[src/rtl/tagdir_pkg.sv]
package tagdir_pkg;

    typedef enum logic [2:0] {
        PERM_ABSENT  = 3'd0,
        PERM_INVALID = 3'd1,
        PERM_RO      = 3'd2,
        PERM_RW      = 3'd3,
        PERM_BUSY    = 3'd4
    } perm_e;

    typedef enum logic [3:0] {
        OP_ACCESS  = 4'd0,
        OP_RAW     = 4'd1,
        OP_AVAIL   = 4'd2,
        OP_ALLOC   = 4'd3,
        OP_FREE    = 4'd4,
        OP_PROBE   = 4'd5,
        OP_LOCK    = 4'd6,
        OP_UNLOCK  = 4'd7,
        OP_LOCKCHK = 4'd8,
        OP_SETPERM = 4'd9,
        OP_WAYINFO = 4'd10
    } op_e;

    typedef enum logic [1:0] {
        REQ_LOAD  = 2'd0,
        REQ_FETCH = 2'd1,
        REQ_STORE = 2'd2
    } req_e;

    // Permission gate for a present line
    function automatic logic perm_allows(input perm_e p, input req_e r);
        case (p)
            PERM_RW: return 1'b1;
            PERM_RO: return (r == REQ_LOAD) || (r == REQ_FETCH);
            default: return 1'b0;
        endcase
    endfunction

endpackage

[src/rtl/tagdir_way_search.sv]
module tagdir_way_search
    import tagdir_pkg::*;
#(
    parameter int WAYS   = 4,
    parameter int ADDR_W = 32,
    localparam int WAY_W = $clog2(WAYS)
) (
    input  logic [ADDR_W-1:0]            line_addr,
    input  logic [WAYS-1:0]              way_valid,
    input  logic [WAYS-1:0][ADDR_W-1:0]  way_tag,
    input  logic [WAYS-1:0][2:0]         way_perm,
    output logic                         raw_hit,
    output logic [WAY_W-1:0]             raw_way,
    output logic                         pres_hit,
    output logic [WAY_W-1:0]             pres_way,
    output logic                         free_any,
    output logic [WAY_W-1:0]             free_way,
    output logic                         avail
);

    logic [WAYS-1:0] tag_eq;
    logic [WAYS-1:0] is_present;
    logic [WAYS-1:0] is_free;

    for (genvar w = 0; w < WAYS; w++) begin : g_way
        assign tag_eq[w]     = way_valid[w] && (way_tag[w] == line_addr);
        assign is_present[w] = tag_eq[w] && (way_perm[w] != PERM_ABSENT);
        assign is_free[w]    = !way_valid[w] || (way_perm[w] == PERM_ABSENT);
    end

    // Lowest-numbered way wins each encoder
    always_comb begin
        raw_hit  = 1'b0;
        raw_way  = '0;
        pres_hit = 1'b0;
        pres_way = '0;
        free_any = 1'b0;
        free_way = '0;
        for (int w = WAYS - 1; w >= 0; w--) begin
            if (tag_eq[w]) begin
                raw_hit = 1'b1;
                raw_way = WAY_W'(w);
            end
            if (is_present[w]) begin
                pres_hit = 1'b1;
                pres_way = WAY_W'(w);
            end
            if (is_free[w]) begin
                free_any = 1'b1;
                free_way = WAY_W'(w);
            end
        end
        avail = free_any || raw_hit;
    end

endmodule

[src/rtl/tagdir_lru.sv]
module tagdir_lru #(
    parameter int SETS = 8,
    parameter int WAYS = 4,
    localparam int SET_W = $clog2(SETS),
    localparam int WAY_W = $clog2(WAYS)
) (
    input  logic             clk,
    input  logic             rst,
    input  logic             touch_en,
    input  logic [SET_W-1:0] touch_set,
    input  logic [WAY_W-1:0] touch_way,
    input  logic [SET_W-1:0] query_set,
    output logic [WAY_W-1:0] victim_way
);

    localparam logic [WAY_W-1:0] OLDEST = WAY_W'(WAYS - 1);

    // Age rank per way: 0 newest, WAYS-1 oldest; always a permutation
    logic [WAY_W-1:0] age [SETS][WAYS];

    always_ff @(posedge clk) begin
        if (rst) begin
            for (int s = 0; s < SETS; s++)
                for (int w = 0; w < WAYS; w++)
                    age[s][w] <= WAY_W'(w);
        end else if (touch_en) begin
            for (int w = 0; w < WAYS; w++) begin
                if (WAY_W'(w) == touch_way)
                    age[touch_set][w] <= '0;
                else if (age[touch_set][w] < age[touch_set][touch_way])
                    age[touch_set][w] <= age[touch_set][w] + 1'b1;
            end
        end
    end

    always_comb begin
        victim_way = '0;
        for (int w = 0; w < WAYS; w++)
            if (age[query_set][w] == OLDEST)
                victim_way = WAY_W'(w);
    end

    for (genvar s = 0; s < SETS; s++) begin : g_chk
        logic [WAYS-1:0] oldest_flags;
        always_comb
            for (int w = 0; w < WAYS; w++)
                oldest_flags[w] = (age[s][w] == OLDEST);
        AST_LRU_ONE_OLDEST: assert property (@(posedge clk) disable iff (rst)
            $countones(oldest_flags) == 1);
    end

endmodule

[src/rtl/tag_directory.sv]
module tag_directory
    import tagdir_pkg::*;
#(
    parameter int ADDR_W     = 32,
    parameter int LINE_BYTES = 64,
    parameter int CAP_BYTES  = 2048,
    parameter int WAYS       = 4,
    parameter int INDEX_LO   = 6,
    parameter int CTX_W      = 4,
    localparam int WAY_W     = $clog2(WAYS)
) (
    input  logic              clk,
    input  logic              rst,
    input  logic              cmd_valid,
    input  logic [3:0]        cmd_op,
    input  logic [ADDR_W-1:0] cmd_addr,
    input  logic [1:0]        cmd_req,
    input  logic [2:0]        cmd_perm,
    input  logic [CTX_W-1:0]  cmd_ctx,
    input  logic [WAY_W-1:0]  cmd_way,
    input  logic              cmd_touch,
    output logic              rsp_valid,
    output logic              rsp_hit,
    output logic [WAY_W-1:0]  rsp_way,
    output logic              rsp_grant,
    output logic              rsp_avail,
    output logic              rsp_lock_match,
    output logic              rsp_blk_invalid,
    output logic              rsp_blk_not_busy,
    output logic [ADDR_W-1:0] rsp_victim,
    output logic              err_flag
);

    localparam int SETS  = CAP_BYTES / WAYS / LINE_BYTES;
    localparam int SET_W = $clog2(SETS);
    localparam int OFF_W = $clog2(LINE_BYTES);
    localparam logic [ADDR_W-1:0] LINE_MASK = ~((ADDR_W'(1) << OFF_W) - 1'b1);
    localparam logic [CTX_W-1:0]  NO_OWNER  = '1;

    // Directory state
    logic              ent_valid [SETS][WAYS];
    logic [ADDR_W-1:0] ent_tag   [SETS][WAYS];
    logic [2:0]        ent_perm  [SETS][WAYS];
    logic [CTX_W-1:0]  ent_owner [SETS][WAYS];

    logic [ADDR_W-1:0] line_addr;
    logic [SET_W-1:0]  set_idx;
    op_e               op;

    assign line_addr = cmd_addr & LINE_MASK;
    assign set_idx   = cmd_addr[INDEX_LO +: SET_W];
    assign op        = op_e'(cmd_op);

    logic [WAYS-1:0]             s_valid;
    logic [WAYS-1:0][ADDR_W-1:0] s_tag;
    logic [WAYS-1:0][2:0]        s_perm;

    always_comb begin
        for (int w = 0; w < WAYS; w++) begin
            s_valid[w] = ent_valid[set_idx][w];
            s_tag[w]   = ent_tag[set_idx][w];
            s_perm[w]  = ent_perm[set_idx][w];
        end
    end

    logic             raw_hit, pres_hit, free_any, avail;
    logic [WAY_W-1:0] raw_way, pres_way, free_way, victim_way;

    tagdir_way_search #(.WAYS(WAYS), .ADDR_W(ADDR_W)) u_search (
        .line_addr (line_addr),
        .way_valid (s_valid),
        .way_tag   (s_tag),
        .way_perm  (s_perm),
        .raw_hit   (raw_hit),
        .raw_way   (raw_way),
        .pres_hit  (pres_hit),
        .pres_way  (pres_way),
        .free_any  (free_any),
        .free_way  (free_way),
        .avail     (avail)
    );

    logic alloc_ok;
    logic touch_en;
    logic [WAY_W-1:0] touch_way;

    assign alloc_ok  = !pres_hit && free_any;
    assign touch_en  = cmd_valid &&
                       ((op == OP_ACCESS && pres_hit) ||
                        (op == OP_ALLOC && alloc_ok && cmd_touch));
    assign touch_way = (op == OP_ALLOC) ? free_way : pres_way;

    tagdir_lru #(.SETS(SETS), .WAYS(WAYS)) u_lru (
        .clk        (clk),
        .rst        (rst),
        .touch_en   (touch_en),
        .touch_set  (set_idx),
        .touch_way  (touch_way),
        .query_set  (set_idx),
        .victim_way (victim_way)
    );

    logic [2:0] q_perm;
    logic       q_valid;
    assign q_perm  = ent_perm[set_idx][cmd_way];
    assign q_valid = ent_valid[set_idx][cmd_way];

    always_ff @(posedge clk) begin
        if (rst) begin
            for (int s = 0; s < SETS; s++) begin
                for (int w = 0; w < WAYS; w++) begin
                    ent_valid[s][w] <= 1'b0;
                    ent_tag[s][w]   <= '0;
                    ent_perm[s][w]  <= PERM_ABSENT;
                    ent_owner[s][w] <= NO_OWNER;
                end
            end
            rsp_valid        <= 1'b0;
            rsp_hit          <= 1'b0;
            rsp_way          <= '0;
            rsp_grant        <= 1'b0;
            rsp_avail        <= 1'b0;
            rsp_lock_match   <= 1'b0;
            rsp_blk_invalid  <= 1'b0;
            rsp_blk_not_busy <= 1'b0;
            rsp_victim       <= '0;
            err_flag         <= 1'b0;
        end else begin
            rsp_valid        <= cmd_valid;
            rsp_hit          <= 1'b0;
            rsp_way          <= '0;
            rsp_grant        <= 1'b0;
            rsp_avail        <= 1'b0;
            rsp_lock_match   <= 1'b0;
            rsp_blk_invalid  <= 1'b0;
            rsp_blk_not_busy <= 1'b0;
            rsp_victim       <= '0;
            if (cmd_valid) begin
                case (op)
                    OP_ACCESS: begin
                        rsp_hit   <= pres_hit;
                        rsp_way   <= pres_hit ? pres_way : '0;
                        rsp_grant <= pres_hit &&
                                     perm_allows(perm_e'(ent_perm[set_idx][pres_way]),
                                                 req_e'(cmd_req));
                    end
                    OP_RAW: begin
                        rsp_hit <= raw_hit;
                        rsp_way <= raw_hit ? raw_way : '0;
                    end
                    OP_AVAIL: rsp_avail <= avail;
                    OP_ALLOC: begin
                        if (alloc_ok) begin
                            ent_valid[set_idx][free_way] <= 1'b1;
                            ent_tag[set_idx][free_way]   <= line_addr;
                            ent_perm[set_idx][free_way]  <= PERM_INVALID;
                            ent_owner[set_idx][free_way] <= NO_OWNER;
                            rsp_hit <= 1'b1;
                            rsp_way <= free_way;
                        end else begin
                            err_flag <= 1'b1;
                        end
                    end
                    OP_FREE: begin
                        if (pres_hit) ent_valid[set_idx][pres_way] <= 1'b0;
                        rsp_hit <= pres_hit;
                        rsp_way <= pres_hit ? pres_way : '0;
                    end
                    OP_PROBE: begin
                        rsp_hit    <= 1'b1;
                        rsp_way    <= victim_way;
                        rsp_victim <= ent_tag[set_idx][victim_way];
                    end
                    OP_LOCK, OP_UNLOCK: begin
                        if (pres_hit)
                            ent_owner[set_idx][pres_way] <= (op == OP_LOCK) ? cmd_ctx : NO_OWNER;
                        rsp_hit <= pres_hit;
                        rsp_way <= pres_hit ? pres_way : '0;
                    end
                    OP_LOCKCHK: begin
                        rsp_hit <= pres_hit;
                        rsp_way <= pres_hit ? pres_way : '0;
                        rsp_lock_match <= pres_hit &&
                                          (ent_owner[set_idx][pres_way] == cmd_ctx) &&
                                          (cmd_ctx != NO_OWNER);
                    end
                    OP_SETPERM: begin
                        if (raw_hit) ent_perm[set_idx][raw_way] <= cmd_perm;
                        rsp_hit <= raw_hit;
                        rsp_way <= raw_hit ? raw_way : '0;
                    end
                    OP_WAYINFO: begin
                        rsp_blk_invalid  <= q_valid && (q_perm == PERM_INVALID);
                        rsp_blk_not_busy <= !(q_valid && (q_perm == PERM_BUSY));
                    end
                    default: ;
                endcase
            end
        end
    end

    AST_RSP_FOLLOWS_CMD: assert property (@(posedge clk) disable iff (rst)
        rsp_valid |-> $past(cmd_valid));
    AST_ERR_STICKY: assert property (@(posedge clk) disable iff (rst)
        err_flag |=> err_flag);
    AST_GRANT_NEEDS_HIT: assert property (@(posedge clk) disable iff (rst)
        rsp_grant |-> (rsp_hit && rsp_valid));
    AST_LOCK_NEEDS_HIT: assert property (@(posedge clk) disable iff (rst)
        rsp_lock_match |-> rsp_hit);
    AST_INVALID_NOT_BUSY: assert property (@(posedge clk) disable iff (rst)
        rsp_blk_invalid |-> rsp_blk_not_busy);

endmodule

[config.mk]
export PLATFORM = sky130hd
export DESIGN_NAME = tag_directory
export DESIGN_NICKNAME = d
export VERILOG_FILES = /design/src/rtl/tagdir_pkg.sv /design/src/rtl/tagdir_way_search.sv /design/src/rtl/tagdir_lru.sv /design/src/rtl/tag_directory.sv
export SDC_FILE = /design/constraint.sdc
export NUM_CORES = 2
export LEC_CHECK = 0
export ABC_AREA = 0
export ABC_CLOCK_PERIOD_IN_PS = 6500
export BUFFER_PORTS_ARGS = -buffer_cell sky130_fd_sc_hd__buf_2
export CAP_MARGIN = 25
export CORE_MARGIN = 1
export CORE_UTILIZATION = 65
export CTS_BUF_LIST = sky130_fd_sc_hd__clkbuf_8
export CTS_CLUSTER_DIAMETER = 30
export DETAILED_ROUTE_END_ITERATION = 12
export PLACE_DENSITY = 0.82
export SLEW_MARGIN = 20
export SYNTH_ARGS = -nofsm -noshare
export SYNTH_HDL_FRONTEND = slang
export SYNTH_SLANG_ARGS = --single-unit
[constraint.sdc]
create_clock -name clk -period 6.5 [get_ports clk]
set_clock_uncertainty 0.05 [all_clocks]
set_input_delay 0.975 -clock clk [delete_from_list [all_inputs] [get_ports clk]]
set_output_delay 0.975 -clock clk [all_outputs]
set_load 0.03 [all_outputs]
==> results summary <==
The number of antenna violations at the first check in global routing is 8. The worst register-to-register path ends at u_lru.age[2][4]$_SDFFCE_PN1P_. The transition time at the pin with the least slew margin is ~1.1 ns. The total detailed-routing wirelength is 186,000 µm.

The antenna violation net count after detailed routing is 0. The count of unique library cells instantiated by Yosys is 100. The number of failing setup endpoints in the final timing report is 0. The average instance area after synthesis is between 10 and 15 µm². The first detailed-routing pass took 6 iterations. The proportion of layout cells with a drive suffix above 1 is 21.7%. The cell total after placement came out at approximately 5,600. The worst hold path depth came out at 3. The number of clock sinks came out at about 1,200. The met2 demand-to-capacity share in global routing is between 60% and 70%. The fraction of the cycle the final worst path needs came out at between 90% and 100%. For this run, design rule violations remaining after detail routing come to 0. By startpoint and endpoint, the worst setup path is classified as input port to flip-flop. The highest clock frequency the design can meet is roughly 170 MHz. The biggest fanout along the worst timing path came out at 19. The final critical delay including setup and external delays came out at 5.90 ns. The wire length of the first global-routing pass is 267,000 µm. The worst-case IR drop observed on VDD is 0.000237 V. The worst-skew pair later-pin latency is ~0.93 ns. The overall die height is 298 µm. The routed wire length per instance came out at between 30 and 40 µm.

Buffers placed on the I/O ports in this run total slightly below 80. Once the floorplan was initialized, standard cells occupied ~66% of the core. The post-route non-filler standard cell count came out at 6,017. Counting flops with a built-in enable in the synthesized netlist gives around 1,200. The die span in x came out at 298 µm. The post-CTS repair timing setup buffer count is 0. The total negative slack for setup checks came out at 0 ns. The detailed placer's ending HPWL came out at between 100,000 and 150,000 µm.

The floorplan step defined a core boundary enclosing roughly 87,000 µm². The signed area change from the synthesized netlist to the final layout came out at 14.0%. The number of inserted filler cells in the final layout is roughly 5,500. The number of cells on the worst reg-to-reg path is 16. The launch point of the worst hold path is cmd_valid. The overall die area is approximately 89,000 µm². The worst setup path is captured at a flip-flop. The data arrival time of the worst path came out at around 6.5 ns. The H-tree level count came out at 4. The post-synthesis instance area came out at around 57,000 µm². STA classifies the critical path startpoint as an input port. The worst register-to-register path begins at ent_tag[3][97]$_SDFFCE_PN0P_. Clock-pin slew was measured on the worst setup and hold paths at 0.06 ns.

Setup repair after global routing left no endpoint under its margin. The post-synthesis instance total came out at 4,391. The count of nets after finishing came out at about 4,700.

The worst pin sits at a relative slew slack of about 29%. The global routing stage identified its most utilized layer as met2. The via count of the first global-routing pass came out at between 40,000 and 50,000. Entering global routing, the biggest net connects 87 pins.

The cell row count came out at 108. The weighted congestion reported at the end of routability-driven placement came out at 1.04. The number of hold buffers added after cts is 0. The analysis attributes to cell leakage a power of about 24 nW.

The number of buffers created by CTS is approximately 210. The number of pins with negative max-slew slack in the final report came to 0. The critical path data required time came out at just over 7 ns. In the synthesized netlist the dominant register cell turns out to be sky130_fd_sc_hd__edfxtp_1. In the routed layout, each cell is associated on average with a via count of roughly 6.8. The post-synthesis register bit count came out at roughly 1,200. No sink is reached through more buffers than the 3 on the longest clock path.

The register-to-register setup slack came out at ~1.3 ns. The total number of vias is around 41,000. Global routing used between 50% and 60% of the available met1 tracks. The final number of hold-violating endpoints is 0. The number of warnings reported in the yosys synthesis log came out at 0. Post-CTS repair changed the size of 0 cells. Hold timing on the final database bottoms out at a slack of slightly above 0.3 ns. The count of boundary I/O pins is between 90 and 100. The share of flip-flops with an asynchronous set or reset is 0%. The flow ran to the end, and the final reports show no timing, DRC or antenna violations.

The tool flagged a number of max-cap violations equal to 0. The aggregate global routing overflow came out at 0. The first-iteration detailed-routing DRC count is a little under 6,000.

Sequential cells were found to cover between 60 and 70% of the synthesized design area. The combined global-route utilization of all metal layers came out at a little over two fifths. Power spread over the standard cell area amounts to around 270 nW/µm². The most critical setup path has its startpoint at cmd_addr[7]. The path with the worst hold slack has its endpoint at err_flag$_SDFFE_PP0P_. The global routing met3 resource utilization is around an eighth. The type of the tightest min-delay check is input port to flip-flop. TritonCTS built the clock tree. The cell sitting at the root of the clock tree is a sky130_fd_sc_hd__clkbuf_8.
[worst max-delay path: stages]
cell	delay, ns
sky130_fd_sc_hd__buf_8	0.20
sky130_fd_sc_hd__buf_12	0.24
sky130_fd_sc_hd__and3b_2	0.76
sky130_fd_sc_hd__a22oi_1	0.24
sky130_fd_sc_hd__o211a_1	0.34
sky130_fd_sc_hd__or4_1	0.59
sky130_fd_sc_hd__nor4_1	0.44
sky130_fd_sc_hd__nor4bb_1	0.47
sky130_fd_sc_hd__buf_4	0.22
sky130_fd_sc_hd__o32a_1	0.35
sky130_fd_sc_hd__o31ai_4	0.13
sky130_fd_sc_hd__mux2_4	0.36
sky130_fd_sc_hd__a22oi_4	0.21
sky130_fd_sc_hd__nor2_1	0.07
sky130_fd_sc_hd__maj3_1	0.52
sky130_fd_sc_hd__o31a_1	0.33
[report_power, final]
part	switching, mW	total, mW	internal, mW
logic	1.24	1.84	0.599
registers	0.0645	8.67	8.61
clock network	3.21	7.09	3.88
[area by class of cell]
cell class              count  area (µm²)  share of cell area, %
flip-flops and latches   1188       35300                   54.5
clock inverters           164        1320                   2.04
well taps                1155        1450                   2.23
repair buffers            452        3950                   6.10
inverters                  31         119                  0.183
diodes                     12        30.0                 0.0463
clock buffers             216        2970                   4.59
multi-input cells        2799       19600                   30.3
[registers in the layout, summed over array words and instances, names as in the netlist, 2 cells and up]
signal / flops
ent_tag: 832
u_lru.age: 64
rsp_way: 2
rsp_victim: 26
ent_valid: 32
ent_perm: 96
ent_owner: 128
[synthesized netlist by cell type, types with 9 or more instances]
cell / count / area share [%]
sky130_fd_sc_hd__nand2_1: 271 / 1.8
sky130_fd_sc_hd__o21bai_1: 35 / 0.46
sky130_fd_sc_hd__nand2b_1: 14 / 0.15
sky130_fd_sc_hd__dfxtp_1: 36 / 1.3
sky130_fd_sc_hd__a221oi_1: 35 / 0.54
sky130_fd_sc_hd__mux4_2: 101 / 4.0
sky130_fd_sc_hd__nor3_1: 221 / 1.9
sky130_fd_sc_hd__xor2_1: 13 / 0.20
sky130_fd_sc_hd__or3_1: 18 / 0.20
sky130_fd_sc_hd__o21ai_0: 53 / 0.47
sky130_fd_sc_hd__o22ai_1: 83 / 0.91
sky130_fd_sc_hd__edfxtp_1: 1152 / 61
sky130_fd_sc_hd__mux2i_1: 179 / 3.2
sky130_fd_sc_hd__o211ai_1: 9 / 0.12
sky130_fd_sc_hd__nor2_1: 316 / 2.1
sky130_fd_sc_hd__nor2b_1: 23 / 0.25
sky130_fd_sc_hd__nand4_1: 19 / 0.21
sky130_fd_sc_hd__a21oi_1: 52 / 0.46
sky130_fd_sc_hd__a22oi_1: 71 / 0.94
sky130_fd_sc_hd__or2_2: 50 / 0.55
sky130_fd_sc_hd__nand3b_1: 9 / 0.12
sky130_fd_sc_hd__inv_1: 27 / 0.18
sky130_fd_sc_hd__a221o_1: 25 / 0.44
sky130_fd_sc_hd__nand3_1: 23 / 0.20
sky130_fd_sc_hd__nor3b_1: 10 / 0.13
sky130_fd_sc_hd__buf_6: 23 / 0.46
sky130_fd_sc_hd__a21o_1: 83 / 1.1
sky130_fd_sc_hd__clkbuf_1: 296 / 2.0
sky130_fd_sc_hd__and2_1: 592 / 6.5
sky130_fd_sc_hd__xnor2_1: 49 / 0.76
sky130_fd_sc_hd__buf_4: 18 / 0.24
sky130_fd_sc_hd__buf_2: 42 / 0.37
sky130_fd_sc_hd__o31a_1: 9 / 0.14
sky130_fd_sc_hd__o221ai_1: 13 / 0.20
sky130_fd_sc_hd__and3_1: 14 / 0.15
sky130_fd_sc_hd__mux2_2: 95 / 1.9
sky130_fd_sc_hd__buf_1: 36 / 0.24
sky130_fd_sc_hd__a22o_1: 20 / 0.31
sky130_fd_sc_hd__nor4_1: 22 / 0.24
sky130_fd_sc_hd__a211oi_1: 43 / 0.57
sky130_fd_sc_hd__a31oi_1: 10 / 0.11
[worst max path at each step]
stage                                    end  cells after the start
2_1_floorplan  ent_owner[0][0]$_SDFFCE_PN1P_                     23
3_3_place_gp   u_lru.age[1][6]$_SDFFCE_PN0P_                     16
3_5_place_dp   u_lru.age[1][7]$_SDFFCE_PN0P_                     17
4_1_cts        u_lru.age[1][7]$_SDFFCE_PN0P_                     17
5_1_grt        u_lru.age[6][7]$_SDFFCE_PN0P_                     17
6_report       u_lru.age[3][6]$_SDFFCE_PN0P_                     16
[through the flow]
step	util (%)	power (mW)	setup slack (ns)	instance area (µm²)
after floorplan	-	9.80	0.817	57000
after global placement	69.7	10.5	0.0556	60500
after detailed placement	69.7	10.6	0.0372	60500
after CTS	74.7	17.5	0.956	64800
after global routing	74.7	18.0	0.671	64800
final	74.7	17.6	0.603	64800
[per-layer routing]
metal / up-vias / part of all wire, %
met2: 3399 / 45
met5: - / 0.039
met1: 19900 / 34
li1: 16900 / -
met3: 775 / 14
met4: 2 / 7.5
[cell usage in the layout (no fill, tap or decap), types with 50 or more instances in the layout]
master                     instances
sky130_fd_sc_hd__buf_4           316
sky130_fd_sc_hd__mux2i_1         179
sky130_fd_sc_hd__conb_1           54
sky130_fd_sc_hd__and2_1          592
sky130_fd_sc_hd__or2_2            50
sky130_fd_sc_hd__buf_12           58
sky130_fd_sc_hd__mux2_2           95
sky130_fd_sc_hd__o22ai_1          83
sky130_fd_sc_hd__nor3_1          220
sky130_fd_sc_hd__o21ai_0          53
sky130_fd_sc_hd__clkbuf_8        216
sky130_fd_sc_hd__a22oi_1          71
sky130_fd_sc_hd__buf_2            75
sky130_fd_sc_hd__edfxtp_1       1152
sky130_fd_sc_hd__a21o_1           83
sky130_fd_sc_hd__nor2_1          315
sky130_fd_sc_hd__mux4_2          101
sky130_fd_sc_hd__a21oi_1          52
sky130_fd_sc_hd__inv_1            70
sky130_fd_sc_hd__nand2_1         263
[kinds of logic (layout without fill, tap and decap cells)]
kind of cell    Yosys count  count (layout)  share of synthesized area, %
compound gates          645             645                          8.46
xor+xnor                 62              62                         0.955
fa+ha+maj                 4               4                        0.0837
buf+inv                 457             863                          3.82
flops                  1188            1188                          62.1
mux                     381             381                          9.21
other cells               1              66                       0.00660
simple gates           1653            1653                          15.3
Power figures use the tool's default switching activity.
